## config.mk

```make
export PLATFORM = sky130hd
export DESIGN_NAME = slot_io_gate
export DESIGN_NICKNAME = d
export VERILOG_FILES = /design/src/rtl/slotgate_pkg.sv /design/src/rtl/slotgate_sync.sv /design/src/rtl/slotgate_debounce.sv /design/src/rtl/slotgate_timer.sv /design/src/rtl/slot_io_gate.sv
export SDC_FILE = /design/constraint.sdc
export NUM_CORES = 1
export LEC_CHECK = 0
export CAP_MARGIN = 5
export CORE_MARGIN = 2
export CORE_UTILIZATION = 51
export CTS_CLUSTER_SIZE = 20
export DETAILED_ROUTE_END_ITERATION = 10
export MAX_ROUTING_LAYER = met4
export PLACE_DENSITY_LB_ADDON = 0.12
export RECOVER_POWER = 50
export SKIP_CTS_REPAIR_TIMING = 1
export SYNTH_ARGS = -nofsm -noshare
export SYNTH_HDL_FRONTEND = slang
export SYNTH_HIERARCHICAL = 1
export SYNTH_SLANG_ARGS = --single-unit
```

## constraint.sdc

```tcl
create_clock -name clk -period 3.05 [get_ports clk]
set_input_delay 0.4575 -clock clk [delete_from_list [all_inputs] [get_ports clk]]
set_output_delay 0.4575 -clock clk [all_outputs]
set_load 0.02 [all_outputs]
```

## src/rtl/slotgate_pkg.sv

```systemverilog
package slotgate_pkg;
   typedef enum logic [2:0] {
      ST_EMPTY    = 3'd0,
      ST_SETTLE   = 3'd1,
      ST_WAITCFG  = 3'd2,
      ST_ACTIVE   = 3'd3,
      ST_REMOVING = 3'd4
   } slot_state_t;
endpackage

```

## src/rtl/slotgate_sync.sv

```systemverilog
module slotgate_sync #(
   parameter int              W       = 1,
   parameter int              STAGES  = 2,
   parameter logic [W-1:0]    RST_VAL = '0
) (
   input  logic         clk,
   input  logic         rst_n,
   input  logic [W-1:0] d,
   output logic [W-1:0] q
);
   localparam int SRW = STAGES * W;

   generate
      if (STAGES < 2) begin : g_bad_stages
         $error("slotgate_sync: STAGES must be at least 2");
      end
      if (W < 1) begin : g_bad_width
         $error("slotgate_sync: W must be at least 1");
      end
   endgenerate

   logic [SRW-1:0] chain;

   always_ff @(posedge clk or negedge rst_n) begin
      if (!rst_n) chain <= {STAGES{RST_VAL}};
      else        chain <= {chain[SRW-W-1:0], d};
   end

   assign q = chain[SRW-1 -: W];
endmodule

```

## src/rtl/slotgate_debounce.sv

```systemverilog
module slotgate_debounce #(
   parameter int   CYCLES  = 4,
   parameter logic RST_VAL = 1'b1
) (
   input  logic clk,
   input  logic rst_n,
   input  logic d,
   output logic q
);
   generate
      if (CYCLES < 0) begin : g_bad_cycles
         $error("slotgate_debounce: CYCLES must not be negative");
      end

      if (CYCLES == 0) begin : g_pass
         assign q = d;
      end else begin : g_filter
         localparam int CW = (CYCLES > 1) ? $clog2(CYCLES) : 1;
         localparam logic [CW-1:0] LAST = CW'(CYCLES - 1);

         logic [CW-1:0] cnt;
         logic          stable;

         always_ff @(posedge clk or negedge rst_n) begin
            if (!rst_n) begin
               cnt    <= '0;
               stable <= RST_VAL;
            end else if (d == stable) begin
               cnt <= '0;
            end else if (cnt == LAST) begin
               cnt    <= '0;
               stable <= d;
            end else begin
               cnt <= cnt + 1'b1;
            end
         end

         assign q = stable;


         deb_change_chk: assert property (@(posedge clk) disable iff (!rst_n)
            !$stable(stable) |-> $past(d != stable));
      end
   endgenerate
endmodule

```

## src/rtl/slotgate_timer.sv

```systemverilog
module slotgate_timer #(
   parameter int CYCLES = 100
) (
   input  logic clk,
   input  logic rst_n,
   input  logic en,
   output logic done
);
   localparam int CW = (CYCLES > 1) ? $clog2(CYCLES) : 1;
   localparam logic [CW-1:0] LAST = CW'(CYCLES - 1);

   generate
      if (CYCLES < 1) begin : g_bad_cycles
         $error("slotgate_timer: CYCLES must be at least 1");
      end
   endgenerate

   logic [CW-1:0] cnt;

   always_ff @(posedge clk or negedge rst_n) begin
      if (!rst_n)          cnt <= '0;
      else if (!en)        cnt <= '0;
      else if (cnt != LAST) cnt <= cnt + 1'b1;
   end

   assign done = en && (cnt == LAST);
endmodule

```

## src/rtl/slot_io_gate.sv

```systemverilog
module slot_io_gate #(
   parameter int SYNC_STAGES     = 2,
   parameter int DEBOUNCE_CYCLES = 16,
   parameter int SETTLE_CYCLES   = 5_000_000
) (
   input  logic clk,
   input  logic rst_n,
   input  logic card_present_n,
   input  logic cfg_done,
   input  logic pwr_good,
   output logic slot_hiz,
   output logic pdn_pull_low,
   output logic slot_ready
);
   import slotgate_pkg::*;

   localparam int IN_W = 3;
   localparam logic [IN_W-1:0] IN_RST = 3'b001;

   logic [IN_W-1:0] raw_in, sync_in;
   logic            absent_s, cfg_s, pg_s, absent_d;
   logic            card_ok, settle_done;
   logic            pdn_q;
   slot_state_t     state, state_nx;

   assign raw_in = {pwr_good, cfg_done, card_present_n};

   slotgate_sync #(.W(IN_W), .STAGES(SYNC_STAGES), .RST_VAL(IN_RST)) i_sync (
      .clk(clk), .rst_n(rst_n), .d(raw_in), .q(sync_in)
   );

   assign absent_s = sync_in[0];
   assign cfg_s    = sync_in[1];
   assign pg_s     = sync_in[2];
   assign card_ok  = cfg_s && pg_s;

   slotgate_debounce #(.CYCLES(DEBOUNCE_CYCLES), .RST_VAL(1'b1)) i_deb (
      .clk(clk), .rst_n(rst_n), .d(absent_s), .q(absent_d)
   );

   slotgate_timer #(.CYCLES(SETTLE_CYCLES)) i_settle (
      .clk(clk), .rst_n(rst_n), .en(state == ST_SETTLE), .done(settle_done)
   );

   always_comb begin
      state_nx = state;
      unique case (state)
         ST_EMPTY:    if (!absent_d) state_nx = ST_SETTLE;
         ST_SETTLE:   if (absent_d) state_nx = ST_REMOVING;
                      else if (settle_done) state_nx = ST_WAITCFG;
         ST_WAITCFG:  if (absent_d) state_nx = ST_REMOVING;
                      else if (card_ok) state_nx = ST_ACTIVE;
         ST_ACTIVE:   if (absent_d) state_nx = ST_REMOVING;
                      else if (!card_ok) state_nx = ST_WAITCFG;
         ST_REMOVING: if (pdn_q) state_nx = ST_EMPTY;
         default:     state_nx = ST_EMPTY;
      endcase
   end

   always_ff @(posedge clk or negedge rst_n) begin
      if (!rst_n) begin
         state <= ST_EMPTY;
         pdn_q <= 1'b0;
      end else begin
         state <= state_nx;
         pdn_q <= (state == ST_REMOVING);
      end
   end

   assign slot_hiz     = (state != ST_ACTIVE);
   assign slot_ready   = (state == ST_ACTIVE);
   assign pdn_pull_low = pdn_q;


   drive_gate_chk: assert property (@(posedge clk) disable iff (!rst_n)
      !slot_hiz |-> $past(card_ok && !absent_d));


   pdn_hiz_chk: assert property (@(posedge clk) disable iff (!rst_n)
      pdn_pull_low |-> slot_hiz);


   pdn_order_chk: assert property (@(posedge clk) disable iff (!rst_n)
      $rose(pdn_pull_low) |-> $past(slot_hiz));


   pdn_len_chk: assert property (@(posedge clk) disable iff (!rst_n)
      (pdn_pull_low && $past(pdn_pull_low)) |=> !pdn_pull_low);
endmodule

```

## After elaboration in Yosys (flattened, before gate mapping)

Cells that the tools add are included.

| storage, ports and cells | value |
|---|---|
| output and inout bits | 3 |
| flip-flop bits (word level) | 38 |

| cells by class | value |
|---|---|
| add/subtract/negate cells | 2 |
| mux-type cells | 13 |
| bitwise operators | 1 |
| reductions and logical operators | 5 |
| eq/ne operators | 15 |

Operators with widths:

| cell | count |
|---|---|
| 23-bit 2-to-1 mux | 2 |
| 3-bit 2-to-1 mux | 8 |
| 23-bit by 1-bit adder with 23-bit output (second input constant) | 1 |
| 23-bit == test (second input constant) | 1 |
| 23-bit != test (second input constant) | 1 |
| 3-bit case mux with 5 select lines | 1 |
| 3-bit by 2-bit != test with 1-bit output (second input constant) | 3 |
| 4-bit 2-to-1 mux | 2 |
| 3-bit by 2-bit == test with 1-bit output (second input constant) | 2 |
| 2-bit != test (second input constant) | 3 |
| 5-bit AND reduction | 1 |
| 4-bit by 1-bit adder with 4-bit output (second input constant) | 1 |
| 4-bit == test (second input constant) | 1 |
| 3-bit by 1-bit == test with 1-bit output (second input constant) | 1 |
| 3-bit == test (second input constant) | 1 |
| 3-bit logical NOT | 1 |
| 3-bit != test (second input constant) | 1 |
| 1-bit logical AND | 2 |
| 2-bit AND reduction | 1 |
| 1-bit == test | 1 |
| 1-bit NOT | 1 |

## Longest topological paths before layout

Gate-level depths: netlist (run 1).

| depth | value |
|---|---|
| depth in word-level cells | 5 |
| depth in mapped cells | 8 |
| gate-level depth less buffers | 7 |

## Hierarchy

Netlist (run 1), hierarchy kept.

Modules (own cells, without submodules):

| module | sequential area each (µm²) | instances | area each (µm²) | cells each |
|---|---|---|---|---|
| slotgate_timer | 575.6 | 1 | 1275.0 | 142 |
| slotgate_debounce | 126.4 | 1 | 231.5 | 18 |
| slot_io_gate | 100.1 | 1 | 178.9 | 16 |
| slotgate_sync | 152.6 | 1 | 175.2 | 9 |

## Worst setup path after synthesis (run 1)

No wires, ideal clock.

| timing path | value |
|---|---|
| path kind | reg2reg |
| start | register i_settle.cnt[0] |
| end | register state[1] |
| library setup time | 88 ps |
| period minus slack after synthesis | 2192 ps |
| arrival time | 2104 ps |
| cell stages (with the launch flop) | 9 |
| data required time | 2962 ps |
| slack | 858 ps |
| buffers on the path | 1 |
| cell sequence | dfrtp_1 > ha_1 > nand4_2 > or4_1 > buf_2 > or2_4 > nor2_1 > a21o_1 > nor3b_1 |

| on the way | value |
|---|---|
| word-level cells in the longest chain between the ends | 4 |

Ends and longest elaborated chain:

| element | line | RTL |
|---|---|---|
| start, declared | slotgate_timer.sv:18 | `logic [CW-1:0] cnt;` |
| start signal, assigned | slotgate_timer.sv:23 | `else if (cnt != LAST) cnt <= cnt + 1'b1;` |
| 23-bit == test | slotgate_timer.sv:26 | `assign done = en && (cnt == LAST);` |
| 1-bit logical AND | slotgate_timer.sv:26 |  |
| via settle_done | slot_io_gate.sv:22 | `logic card_ok, settle_done;` |
| 3-bit != test (no line) | -- |  |
| 5-bit AND reduction (no line) | -- |  |
| end signal, assigned | slot_io_gate.sv:65 | `state <= state_nx;` |
| end, declared | slot_io_gate.sv:24 | `slot_state_t state, state_nx;` |

The timed path passes the listed nets, and every way through them passes these cells.
A chain may end at the register's enable or synchronous reset.

## Final worst setup path (run 1)

Same ends and word-level chain as after synthesis.

==> results of run 1 <==
==> cells by family (layout without fill, tap and decap cells) <==
kind of cell | Yosys count | in the layout | share of synthesized area
adders and majority gates | 2 | 2 | 0.0134
and+or+nand+nor | 86 | 86 | 0.260
buffers and inverters | 18 | 26 | 0.0484
DFF | 38 | 38 | 0.513
xor gates and xnor gates | 10 | 10 | 0.0471
AOI/OAI and AO/OA | 26 | 26 | 0.0881
muxes | 5 | 5 | 0.0296
==> final cells by class <==
cell class / count / area [um^2]
fill: 293 / 1430
sequential: 38 / 955
multi-input combinational: 129 / 816
timing repair buffer: 8 / 71.3
tap: 46 / 57.6
clock buffer: 6 / 41.3
inverter: 10 / 37.5
clock inverter: 2 / 10.0
==> stage by stage <==
| stage | utilization | total power, W | hold WS [ns] | cell area, um^2 | cells |
|---|---|---|---|---|---|
| after floorplan | - | 0.000715 | 0.162 | 1860 | 185 |
| after global placement | 0.567 | 0.000741 | 0.332 | 1940 | 231 |
| after detailed placement | 0.567 | 0.000747 | 0.336 | 1940 | 231 |
| after CTS | 0.582 | 0.000992 | 0.247 | 1990 | 239 |
| after global routing | 0.582 | 0.00104 | 0.367 | 1990 | 239 |
| final | 0.582 | 0.000982 | 0.358 | 1990 | 239 |
==> final timing paths <==
check                                             from                           end  slack, ns
hold / removal               i_sync/chain[2]$_DFF_PN0_     i_sync/chain[5]$_DFF_PN0_       0.36
setup / recovery           i_settle/cnt[0]$_DFFE_PN0P_          state[1]$_DFFE_PN0P_       0.63
min in group asynchronous                        rst_n   i_settle/cnt[9]$_DFFE_PN0P_       0.65
max in group asynchronous                        rst_n  i_settle/cnt[16]$_DFFE_PN0P_       1.27
hold reg to reg              i_sync/chain[2]$_DFF_PN0_     i_sync/chain[5]$_DFF_PN0_       0.36
setup reg to reg           i_settle/cnt[0]$_DFFE_PN0P_          state[1]$_DFFE_PN0P_       0.63
==> cells in the mapped netlist, types with 2 or more instances <==
cell | number | area, um^2
nand2b_1 | 5 | 31.3
o21ai_0 | 9 | 45.0
nor2_1 | 17 | 63.8
nor3b_1 | 4 | 30.0
xnor2_1 | 10 | 87.6
mux2i_1 | 4 | 40.0
nor3_1 | 6 | 30.0
a21oi_1 | 7 | 35.0
a31oi_1 | 3 | 18.8
nand2_1 | 12 | 45.0
or3_1 | 4 | 25.0
clkbuf_1 | 3 | 11.3
a211oi_2 | 2 | 25.0
inv_1 | 9 | 33.8
nor4_1 | 8 | 50.1
dfrtp_1 | 35 | 876
nand3_1 | 11 | 55.1
a21o_1 | 2 | 15.0
dfstp_2 | 3 | 78.8
or4_1 | 3 | 22.5
nand4_1 | 5 | 31.3
buf_4 | 3 | 22.5
ha_1 | 2 | 25.0
==> power breakdown <==
| group | internal [W] | total, W | switching, W |
|---|---|---|---|
| clock network | 0.0000878 | 0.000245 | 0.000157 |
| registers | 0.000551 | 0.000626 | 0.0000752 |
| logic | 0.0000510 | 0.000111 | 0.0000600 |
| total | 0.000690 | 0.000982 | 0.000292 |
==> state kept, by name (all words and copies together) (netlist names) <==
name,flops
i_settle/cnt,23
state,3
i_deb/q,1
i_sync/chain,6
i_deb/g_filter.cnt,4
pdn_pull_low,1
==> per-layer routing <==
metal	track usage	part of all wire	wire length, um
met1	0.251	0.49	1630
met2	0.297	0.45	1510
met3	0.0581	0.050	166
met4	0.0559	0.014	48
met5	-	0	0
==> results.md, run 1 <==
* Rel. slew slack at -0.311
* Routability Congestion at 0.789
* CP required at 3.32 ns
* Family with the most delay on the worst path: simple AND/OR/NAND/NOR gates
* Most frequent cells in the layout: dfrtp_1, nor2_1, nand2_1, nand3_1, xnor2_1
* Rows at 21
* Detail Route Antenna Nets at 0
* Most common cell after layout, fill and taps aside: dfrtp_1
* Routed len/inst at 14.0 um
* Die Y at 64.4 um
* Drt pass-1 iters at 4
* Layout Nets at approximately 200
* Number of flops mapped to enable cells by yosys at 0
* Vias/cell at 5.71
* DRC Markers at 0
* Initial DRC Count at 59
* Clock Tree Root: clkbuf_4
* Gr usage total at 0.194
* Crit end category: register
* Largest net degree at the start of global routing at 39
* Critical path cell sequence: ha_1 -> nand4_2 -> or4_1 -> or2_4 -> nor2_1 -> a21o_1 -> nor3b_1
* Setup tns final at 0 ns
* Hold Path Class: register to register
* Initial Util at 0.545
* Top FF cell, synth: dfrtp_1
* R2r worst-path depth at 7
* Share of cells above drive strength 1 at 0.0933
* Final worst setup slack at 0.632 ns
* Area Overhead vs Synth at 6.86%
* Finish-stage setup viols at 0
* Final WL at 3.35 mm
* Slowest CP cell: or4_1
* Arr. time, crit path at 2.69 ns
* Die width at roughly 64 um
* Post-synth ARST share at 1.00
* Final Max Slew Viols at 39
* Run status: complete, but fails checks
* Cell count of the worst hold path at 0
* Tcrit/Tclk final at 0.793
* Clk_lat worst skew at roughly 0.34 ns
* Synthesized net count at 192
* Core area at 3420 um^2
* ANT cells at 0
* CTS tree: built
* Htree depth at 2
* Io pins at 8
* Synthesis Warnings at 6
* DIE AREA at 4150 um^2
* Maximum Capacitance Violations at 1
* Pwr Density at 494 nW/um^2
* Synth Cell Area at 1860 um^2
* Post-synthesis cell type count at 41
* Critical Path Fanout Max at 10
* Pleak at 0.860 nW
* Syn_area_per_cell at 10.1 um^2
* CP Launch Type: register
* Tightest Pin Transition at 1.97 ns
* Place WS at 0.655 ns
* Max Root-Sink Buffers at 2
* Maximum vdd drop at 259 uV
* Critical path depth at 7
* RSZ-0062 raised after global routing: no
* Initial antenna violation count at 0
* First-pass GRT wire length at approximately 6.0 mm
* Total CTS buffers at 5
* Final hold violations at 0
* Slowest stage delay, CP at 0.68 ns
* Seq/Total Area, Yosys at 0.513
* IO buf count at 7
* Max Freq at 414 MHz
* Minimum clock period at roughly 2.4 ns
* Number of global-route vias before repair at 1324
* TritonCTS Sinks at 38
* Final Skew at 0.0126 ns
* Clk slew on worst S/H paths at 0.11 ns
* Total grt overflow at 0
* Critical path buffers and inverters at 0
* Synth Instances at 185
* Violated checks: max-capacitance violations, max-slew violations
* Synthesis-stage register bit count at 38
* CP Class: register to register
* HPWL Detailed at 2.36 mm
* DR vias at 1364
Power figures use the tool's default switching activity.
==> run 2: changes to the inputs <==
==> constraint.sdc (replaced) <==
create_clock -name clk -period 2.2 [get_ports clk]
set_input_delay 0.33 -clock clk [delete_from_list [all_inputs] [get_ports clk]]
set_output_delay 0.33 -clock clk [all_outputs]
set_load 0.02 [all_outputs]
==> run 2 against run 1 <==
Effect of this change:
- the run now ends clean
- die area unchanged
- cell count up 5.9%
- first-iteration DRC count down 10%
- combinational power up 87%
- via count up 5.0%
- global-route usage up 2.2 points
- register-to-register slack worse by 0.54 ns
- critical path depth down 1
- routed wire length up 6.7%
- worst setup slack worse by 0.54 ns
- critical endpoint unchanged
- highest routed layer unchanged
==> results.md, run 2 (same netlist as run 1, synthesis figures left out) <==
* TritonCTS Sinks at 38 (unchanged)
* Die Y at 64.4 um (unchanged)
* Biggest regs: i_settle/cnt (23), i_sync/chain (6), i_deb/g_filter.cnt (4)
* Hold Path Class: input port to asynchronous set/reset pin
* Finish-stage setup viols at 0 (unchanged)
* Final Max Slew Viols at 0 (-100%)
* Maximum vdd drop at 416 uV (+60%)
* Place WS at 0.0584 ns (-0.597 ns)
* CP Launch Type: register
* Final hold violations at 0 (unchanged)
* Pleak at 0.938 nW (+9.0%)
* Family with the most delay on the worst path: simple AND/OR/NAND/NOR gates
* Share of cells above drive strength 1 at 0.164 (+0.0710)
* Pwr Density at 675 nW/um^2 (+37%)
* Crit end category: register
* Layout Nets at 213 (+7.0%)
* Net switching fraction of the power at 0.285 (-0.0123)
* Initial DRC Count at 53 (-10%)
* First-pass GRT wire length at 6.67 mm (+11%)
* RSZ-0062 raised after global routing: no
* Gr usage total at 0.216 (+0.0220)
* CP required at 2.46 ns (-0.86 ns)
* Run status: complete, no violations
* Logic pwr share at 0.147 (+0.034)
* Routability Congestion at 0.813 (+3.0%)
* Register with the most flip-flops: i_settle/cnt
* Switching Power at 0.000406 W (+39%)
* Die width at 64.4 um (unchanged)
* Htree depth at 2 (unchanged)
* Initial Util at 0.545 (unchanged)
* CP Class: register to register
* Max Root-Sink Buffers at 2 (unchanged)
* Internal power at 0.00102 W (+47%)
* Critical path cell sequence: or4_1 -> or4_4 -> or2_4 -> nor2_1 -> a21o_1 -> nor3b_1
* Seq pwr share at 0.592 (-0.046)
* Clock Power Share at 0.261 (+0.012)
* R2R Setup Slk at 0.1 ns (-0.54 ns)
* Largest net degree at the start of global routing at 39 (unchanged)
* Routed len/inst at 14.1 um (+0.81%)
* Drt pass-1 iters at 4 (unchanged)
* Area Overhead vs Synth at 13.1%
* Clk slew on worst S/H paths at 0.11 ns (about the same)
* Setup tns final at 0 ns (unchanged)
* Most frequent cells in the layout: dfrtp_1, nor2_1, buf_4, nand2_1, nand3_1
* DIE AREA at 4150 um^2 (unchanged)
* Maximum Capacitance Violations at 0 (-1)
* Total CTS buffers at 5 (unchanged)
* Minimum clock period at 2.10 ns (-0.315 ns)
* Initial antenna violation count at 0 (unchanged)
* Tightest Pin Transition at 0.918 ns (-1.05 ns)
* Slowest CP cell: or4_1
* Rel. slew slack at 0.388 (+0.699)
* HPWL Detailed at 2.55 mm (+8.0%)
* Final Skew at 0.00592 ns (-0.00668 ns)
* Final WL at 3.58 mm (+6.7%)
* Arr. time, crit path at 2.37 ns (-0.32 ns)
* Critical Path Fanout Max at 7 (-3)
* Core area at 3420 um^2 (unchanged)
* IO buf count at 7 (unchanged)
* Slowest stage delay, CP at 0.51 ns (-0.17 ns)
* Number of global-route vias before repair at 1501 (+13%)
* Clk_lat worst skew at 0.34 ns (about the same)
* Io pins at 8 (unchanged)
* Critical path buffers and inverters at 0 (unchanged)
* Vias/cell at 5.66 (-0.82%)
* Rows at 21 (unchanged)
* Max Freq at 475 MHz (+15%)
* Total grt overflow at 0 (unchanged)
* Detail Route Antenna Nets at 0 (unchanged)
* Most common cell after layout, fill and taps aside: dfrtp_1
* Clock Tree Root: clkbuf_4
* Final worst setup slack at 0.0966 ns (-0.535 ns)
* DR vias at 1432 (+5.0%)
* Tcrit/Tclk final at 0.956 (+0.163)
* DRC Markers at 0 (unchanged)
* Max FFs per register at 23 (unchanged)
* ANT cells at 0 (unchanged)
* CTS tree: built
[run 2: changes by cell type in the layout (fill, tap and decap cells not counted)]
cell	change
or4_1	-1
dlygate4sd3_1	-2
clkbuf_1	-1
and2_0	-1
clkbuf_2	+2
and2_1	+1
buf_4	+13
clkinv_2	-1
or4_4	+1
clkbuf_8	+1
clkdlybuf4s50_1	+2
[run 2: per-stage QoR]
| step | util | instances | total power, W | hold slack, ns | cell area, um^2 |
|---|---|---|---|---|---|
| after floorplan | - | 185 | 0.000991 | 0.0344 | 1860 |
| after global placement | 0.598 | 245 | 0.00105 | 0.333 | 2040 |
| after detailed placement | 0.598 | 245 | 0.00106 | 0.340 | 2040 |
| after CTS | 0.616 | 253 | 0.00144 | 0.0266 | 2100 |
| after global routing | 0.616 | 253 | 0.00151 | 0.260 | 2100 |
| final | 0.616 | 253 | 0.00142 | 0.186 | 2100 |
[run 2: power by group through the flow]
| stage | combinational [W] | clock [W] | sequential [W] |
|---|---|---|---|
| after floorplan | 0.000155 | 0 | 0.000836 |
| after global placement | 0.000201 | 0 | 0.000852 |
| after detailed placement | 0.000208 | 0 | 0.000856 |
| after CTS | 0.000210 | 0.000385 | 0.000842 |
| after global routing | 0.000238 | 0.000416 | 0.000861 |
| final | 0.000208 | 0.000372 | 0.000841 |
[run 2: final cells by class]
cell class | count | area, um^2
well taps | 46 | 57.6
repair buffers | 22 | 175
inverters | 10 | 37.5
fillers | 315 | 1310
flip-flops and latches | 38 | 955
clock inverters | 1 | 5.00
clock buffers | 7 | 55.1
multi-input cells | 129 | 820
[run 2: path summary, 6_finish.rpt]
check | start | cells past startpoint | endpoint
max in group asynchronous | rst_n | 2 | state[2]$_DFFE_PN0P_
max | i_settle/cnt[16]$_DFFE_PN0P_ | 6 | state[1]$_DFFE_PN0P_
min | rst_n | 2 | i_settle/cnt[9]$_DFFE_PN0P_
min reg2reg | i_sync/chain[2]$_DFF_PN0_ | 0 | i_sync/chain[5]$_DFF_PN0_
max reg2reg | i_settle/cnt[16]$_DFFE_PN0P_ | 6 | state[1]$_DFFE_PN0P_
min in group clk | i_sync/chain[2]$_DFF_PN0_ | 0 | i_sync/chain[5]$_DFF_PN0_
[run 2: layer usage]
layer / routed length, um / track usage / part of all wire / up-vias
li1: - / - / - / 699
met5: 0 / - / 0 / -
met1: 1640 / 0.265 / 0.46 / 698
met4: 51 / 0.0638 / 0.014 / 0
met2: 1740 / 0.355 / 0.48 / 29
met3: 147 / 0.0528 / 0.041 / 6
